## src/rtl/fir3_pkg.sv

```systemverilog
package fir3_pkg;
  localparam int NTAPS   = 3;
  localparam int LATENCY = 3;

  function automatic int prod_width(input int w);
    return 2 * w;
  endfunction

  function automatic int sum_width(input int w);
    return 2 * w + 2;
  endfunction
endpackage

```

## src/rtl/fir3_split_mul.sv

```systemverilog
module fir3_split_mul #(
  parameter int W = 16
) (
  input  logic                    clk,
  input  logic                    rst,
  input  logic                    en,
  input  logic signed [W-1:0]     coef,
  input  logic signed [W-1:0]     sample,
  output logic signed [2*W-1:0]   prod
);
  localparam int LO_W  = W / 2;
  localparam int HI_W  = W - LO_W;
  localparam int PLO_W = W + LO_W + 1;
  localparam int PHI_W = W + HI_W;
  localparam int P_W   = 2 * W;

  logic signed [LO_W:0]    lo_s;
  logic signed [HI_W-1:0]  hi_s;
  logic signed [PLO_W-1:0] plo_q;
  logic signed [PHI_W-1:0] phi_q;
  logic signed [P_W-1:0]   prod_q;

  assign lo_s = signed'({1'b0, sample[LO_W-1:0]});
  assign hi_s = sample[W-1:LO_W];

  // first half: partial products
  always_ff @(posedge clk) begin
    if (rst) begin
      plo_q <= '0;
      phi_q <= '0;
    end else if (en) begin
      plo_q <= PLO_W'(coef) * PLO_W'(lo_s);
      phi_q <= PHI_W'(coef) * PHI_W'(hi_s);
    end
  end

  // second half: align and combine
  always_ff @(posedge clk) begin
    if (rst) begin
      prod_q <= '0;
    end else if (en) begin
      prod_q <= (P_W'(phi_q) <<< LO_W) + P_W'(plo_q);
    end
  end

  assign prod = prod_q;

  // shadow of the operands held by the first half, for checking only
  logic signed [W-1:0] sh_c, sh_x;
  always_ff @(posedge clk) begin
    if (rst) begin
      sh_c <= '0;
      sh_x <= '0;
    end else if (en) begin
      sh_c <= coef;
      sh_x <= sample;
    end
  end

  a_r3_split_exact: assert property (@(posedge clk) disable iff (rst)
    en |=> (prod == P_W'($past(sh_c)) * P_W'($past(sh_x))));
endmodule

```

## src/rtl/fir3_delay_line.sv

```systemverilog
module fir3_delay_line #(
  parameter int W     = 16,
  parameter int DEPTH = 2
) (
  input  logic         clk,
  input  logic         rst,
  input  logic         shift,
  input  logic [W-1:0] din,
  output logic [W-1:0] hist [DEPTH]
);
  logic [W-1:0] line_q [DEPTH];

  always_ff @(posedge clk) begin
    if (rst) begin
      for (int i = 0; i < DEPTH; i++) line_q[i] <= '0;
    end else if (shift) begin
      line_q[0] <= din;
      for (int i = 1; i < DEPTH; i++) line_q[i] <= line_q[i-1];
    end
  end

  assign hist = line_q;

  a_r7_hold_history: assert property (@(posedge clk) disable iff (rst)
    !shift |=> (line_q[0] == $past(line_q[0])));
endmodule

```

## src/rtl/fir3_valid_pipe.sv

```systemverilog
module fir3_valid_pipe #(
  parameter int STAGES = 3
) (
  input  logic clk,
  input  logic rst,
  input  logic en,
  input  logic vin,
  output logic vout
);
  logic [STAGES-1:0] v_q;

  always_ff @(posedge clk) begin
    if (rst) begin
      v_q <= '0;
    end else if (en) begin
      v_q <= {v_q[STAGES-2:0], vin};
    end
  end

  assign vout = v_q[STAGES-1];
endmodule

```

## src/rtl/fir3_sum_stage.sv

```systemverilog
module fir3_sum_stage #(
  parameter int P_W = 32,
  parameter int N   = 3,
  parameter int O_W = 34
) (
  input  logic                  clk,
  input  logic                  rst,
  input  logic                  en,
  input  logic signed [P_W-1:0] terms [N],
  output logic signed [O_W-1:0] sum
);
  logic signed [O_W-1:0] acc;
  logic signed [O_W-1:0] sum_q;

  always_comb begin
    acc = '0;
    for (int i = 0; i < N; i++) acc = acc + O_W'(terms[i]);
  end

  always_ff @(posedge clk) begin
    if (rst)     sum_q <= '0;
    else if (en) sum_q <= acc;
  end

  assign sum = sum_q;
endmodule

```

## src/rtl/fir3_fine_pipe.sv

```systemverilog
module fir3_fine_pipe
  import fir3_pkg::*;
#(
  parameter int W = 16
) (
  input  logic                            clk,
  input  logic                            rst,
  input  logic signed [W-1:0]             coef_a,
  input  logic signed [W-1:0]             coef_b,
  input  logic signed [W-1:0]             coef_c,
  input  logic                            in_valid,
  output logic                            in_ready,
  input  logic signed [W-1:0]             in_data,
  output logic                            out_valid,
  input  logic                            out_ready,
  output logic signed [2*W+1:0]           out_data
);
  localparam int P_W   = prod_width(W);
  localparam int O_W   = sum_width(W);
  localparam int DEPTH = NTAPS - 1;

  logic advance, accept;
  logic [W-1:0]          hist [DEPTH];
  logic signed [W-1:0]   tap  [NTAPS];
  logic signed [W-1:0]   coef [NTAPS];
  logic signed [P_W-1:0] prod [NTAPS];

  assign advance  = out_ready && !rst;
  assign in_ready = advance;
  assign accept   = in_valid && advance;

  assign coef[0] = coef_a;
  assign coef[1] = coef_b;
  assign coef[2] = coef_c;

  fir3_delay_line #(.W(W), .DEPTH(DEPTH)) hist_i (
    .clk(clk), .rst(rst), .shift(accept), .din(in_data), .hist(hist)
  );

  assign tap[0] = in_data;
  for (genvar t = 1; t < NTAPS; t++) begin : g_tap
    assign tap[t] = signed'(hist[t-1]);
  end

  for (genvar t = 0; t < NTAPS; t++) begin : g_mul
    fir3_split_mul #(.W(W)) mul_i (
      .clk(clk), .rst(rst), .en(advance),
      .coef(coef[t]), .sample(tap[t]), .prod(prod[t])
    );
  end

  fir3_sum_stage #(.P_W(P_W), .N(NTAPS), .O_W(O_W)) sum_i (
    .clk(clk), .rst(rst), .en(advance), .terms(prod), .sum(out_data)
  );

  fir3_valid_pipe #(.STAGES(LATENCY)) vld_i (
    .clk(clk), .rst(rst), .en(advance), .vin(accept), .vout(out_valid)
  );

  a_r8_reset_clear: assert property (@(posedge clk)
    rst |=> !out_valid);

  a_r6_hold_stall: assert property (@(posedge clk) disable iff (rst)
    (out_valid && !out_ready) |=> (out_valid && $stable(out_data)));

  a_r5_latency: assert property (@(posedge clk) disable iff (rst)
    ($past(accept, 3) && $past(advance, 2) && $past(advance, 1)) |-> out_valid);

  a_r8_no_take_in_reset: assert property (@(posedge clk)
    rst |-> !in_ready);
endmodule

```

## config.mk

```make
export PLATFORM = sky130hd
export DESIGN_NAME = fir3_fine_pipe
export DESIGN_NICKNAME = d
export VERILOG_FILES = /design/src/rtl/fir3_pkg.sv /design/src/rtl/fir3_split_mul.sv /design/src/rtl/fir3_delay_line.sv /design/src/rtl/fir3_valid_pipe.sv /design/src/rtl/fir3_sum_stage.sv /design/src/rtl/fir3_fine_pipe.sv
export SDC_FILE = /design/constraint.sdc
export NUM_CORES = 2
export LEC_CHECK = 0
export BUFFER_PORTS_ARGS = -buffer_cell sky130_fd_sc_hd__buf_2
export CORE_ASPECT_RATIO = 0.5
export CORE_MARGIN = 3
export CORE_UTILIZATION = 66
export CTS_CLUSTER_DIAMETER = 200
export DETAILED_ROUTE_END_ITERATION = 16
export HOLD_SLACK_MARGIN = 0.1
export PLACE_DENSITY_LB_ADDON = 0.12
export RECOVER_POWER = 100
export REMOVE_ABC_BUFFERS = 1
export SLEW_MARGIN = 20
export SYNTH_ARGS = -nofsm -noshare
export SYNTH_HDL_FRONTEND = slang
export SYNTH_HIERARCHICAL = 1
export SYNTH_SLANG_ARGS = --single-unit
```

## constraint.sdc

```tcl
create_clock -name clk -period 7.4 [get_ports clk]
set_input_delay 1.48 -clock clk [delete_from_list [all_inputs] [get_ports clk]]
set_output_delay 1.48 -clock clk [all_outputs]
set_load 0.05 [all_outputs]
```

==> flow_metrics.tcl <==
set metrics [dict create \
    maxCapViolCount 6 \
    worstSetupStartpoint "rst" \
    synth_cell_types 105 \
    setup_violations 0 \
    slew_headroom -1.434 \
    r2r_setup_slack_ns 1.29 \
    io_pins 104 \
    drt_wl_total_mm 107.8 \
    yosysSeqAreaShare 0.1420 \
    power.density_nw_per_um2 174.9 \
    slowest_stage "nor2b_1" \
    cpPeakStageDelay_ns 1.76 \
    dieArea_sq_um 69980 \
    period_minus_slack_ns 6.789 \
    start_util 0.6718 \
    timing.fmax_mhz 147.3 \
    drv_slew 302 \
    grt.busiest_layer "met2" \
    use_met3 0.03842 \
    critical_path_class "in2reg" \
    syn2layout_area_growth_pct 4.795 \
    comb_power_share 0.514 \
    finalHoldViolCount 0 \
    grt_usage 0.3189 \
    fin_tns_setup_ns 0 \
    viasPerCell 5.749 \
    rows 66 \
    placed_cell_area_sq_um 44960 \
    firstDrtPassIters 5 \
    reg2reg_from "hist_i/hist[31]" \
    die_y_um 188.6 \
    crit_required_ns 7.83 \
    period_share 0.9175 \
    totalPowerFinal_mw 8.063 \
    cts.htree.levels 2 \
    cts_tree "yes" \
    cts_setup_buffers 0 \
    cts_hold_buffers 0 \
    pwr-share-seq 0.248 \
    cts_root_buf "clkbuf_16" \
    syn-cell-area_sq_um 43990 \
    end_kind "flop" \
    timing.rr.end "g_mul[1].mul_i/phi_q[23]" \
    post-place-ws_ns 0.6937 \
    port-buffer-count 103 \
    hp-class "reg2reg" \
    gp_congestion 0.8958 \
    worst_slack_ns 0.6108 \
    dp_hpwl_mm 84.43 \
    cts_buffers 35 \
    grt_use_met1 0.4435 \
    drc 0 \
    synth-async-reset-ratio 0 \
    cts_resized 0 \
    synthFlopType "dfxtp_1" \
    rsz0062_at_grt "false" \
    core_sq_um 65490 \
    ant_nets 0 \
    synth_edf_count 0 \
    antennaDiodeCount 0 \
    finClkSkew_ns 0.02246 \
    routedWlPerCell_um 18.21 \
    drt_iter0_drc 2344 \
    crit_buf_inv 3 \
    clock-sinks 312 \
    vias 34026 \
    reg2regPathDepth 17 \
    leakage_nw 23.19 \
    p_sw_frac 0.4189 \
    cp_top_family "buffers and inverters" \
    crit_path_start_kind "primary input" \
    grt_first_pass_wirelength_mm 181.4 \
    nets 6114 \
    drive_above_1_share 0.03972 \
    power.internal_mw 4.686 \
    worstSkewPairLatency_ns 0.55 \
    syn_area_per_cell_sq_um 8.731 \
    utilization 0.7040 \
    crit_chain "clkbuf_1, nor2b_1, buf_4, clkbuf_4, nand2_1, or4_1, and3_1" \
    grt.overflow.total 0 \
    clock_path_buffers 3 \
    tightest_slew_ns 3.652 \
    irDropWorstVdd_mv 0.1442 \
    holdPathEnd "g_mul[0].mul_i/plo_q[0]" \
    yosys_warnings 6 \
    ys_seq_elements 312 \
    violations "max-capacitance violations, max-slew violations" \
    die_x_um 371.1 \
    crit_arrival_ns 7.22 \
    stdcell_area_sq_um 46100 \
    hp-start "g_mul[0].mul_i/plo_q[0]" \
    grt_use_met2 0.5431 \
    status "finished, violations left" \
    grt_pass1_vias 35578 \
    p_sw_mw 3.377 \
    clk_pin_slew_ns 0.06 \
    layout_commonest_cell "inv_1" \
    crit_path_max_fanout 130 \
    grt_max_degree 131 \
    layout_common_cells "inv_1, fa_1, and2_1" \
    antenna_found_initial 2 \
    holdPathStages 2 \
    power_frac_clock 0.237 \
    synthCells 5039 \
]
-- Yosys cell counts (32+ instances only) --
cell,n,area (sq um)
and2_1,458,2865
nand2_1,402,1509
mux2i_1,162,1622
a31oi_1,32,200.2
nand2b_1,32,200.2
xor2_1,73,639.4
nor3_1,45,225.2
dfxtp_1,312,6246
inv_1,939,3525
a211oi_1,56,420.4
nand3_1,54,270.3
clkbuf_1,157,589.3
a21o_1,66,495.5
a21oi_1,175,875.8
nor2_1,370,1389
ha_1,386,4830
o21ai_0,112,560.5
xnor2_1,102,893.4
fa_1,651,13030
-- registers in the layout, summed over array words and instances (netlist names) --
register,count
g_mul.mul_i/prod,96
g_mul.mul_i/plo_q,75
g_mul.mul_i/phi_q,72
sum_i/sum,34
hist_i/hist,32
vld_i/v_q,3
-- stage by stage --
step,hold slack [ns],instances
3_3_place_gp,0.4414,5856
2_1_floorplan,0.4291,4852
5_1_grt,0.4822,5919
4_1_cts,0.4634,5919
3_5_place_dp,0.4546,5856
6_report,0.4638,5919
-- cells by family after synthesis --
family                     share of synthesized area
and+or+nand+nor                               0.1744
buffers and inverters                        0.09917
adders and majority gates                     0.4060
AOI/OAI and AO/OA                             0.1062
DFF                                           0.1420
xor gates and xnor gates                     0.03484
muxes                                        0.03737
-- final cells by class --
| class | instances | area (sq um) |
|---|---|---|
| fill | 5325 | 19380 |
| sequential | 312 | 6246 |
| inverter | 942 | 3536 |
| clock inverter | 18 | 267.8 |
| timing repair buffer | 120 | 585.6 |
| clock buffer | 45 | 983.4 |
| tap | 884 | 1106 |
| multi-input combinational | 3598 | 33380 |
-- worst min-delay path, stage by stage, from the launching register on --
cell and delay (ns):
dfxtp_1 0.31, nand2_1 0.06, a21oi_1 0.05
-- routing by layer --
layer / vias to the layer above / routed length (um)
met5: - / 0
met4: 0 / 1848
li1: 15980 / -
met3: 134 / 6146
met2: 939 / 51550
met1: 16973 / 48220
-- how the worst max path moves through the flow --
stage | endpoint | cells after the start
2_1_floorplan | g_mul[1].mul_i/prod[30] | 6
3_3_place_gp | g_mul[0].mul_i/plo_q[22] | 18
3_5_place_dp | g_mul[0].mul_i/plo_q[22] | 18
6_report | g_mul[2].mul_i/plo_q[24] | 7
5_1_grt | g_mul[2].mul_i/plo_q[24] | 7
4_1_cts | g_mul[0].mul_i/plo_q[22] | 18
-- power by group through the flow --
stage               logic (mW)  clock network (mW)  registers, mW
finish                    4.15                1.91           2.00
CTS                       4.13                1.95           2.00
detailed placement        4.09                   0           2.03
floorplan                 3.15                   0           1.97
global route              4.71                2.02           2.01
global placement          3.97                   0           2.03
Note: power is estimated with default switching activity, not from simulation.
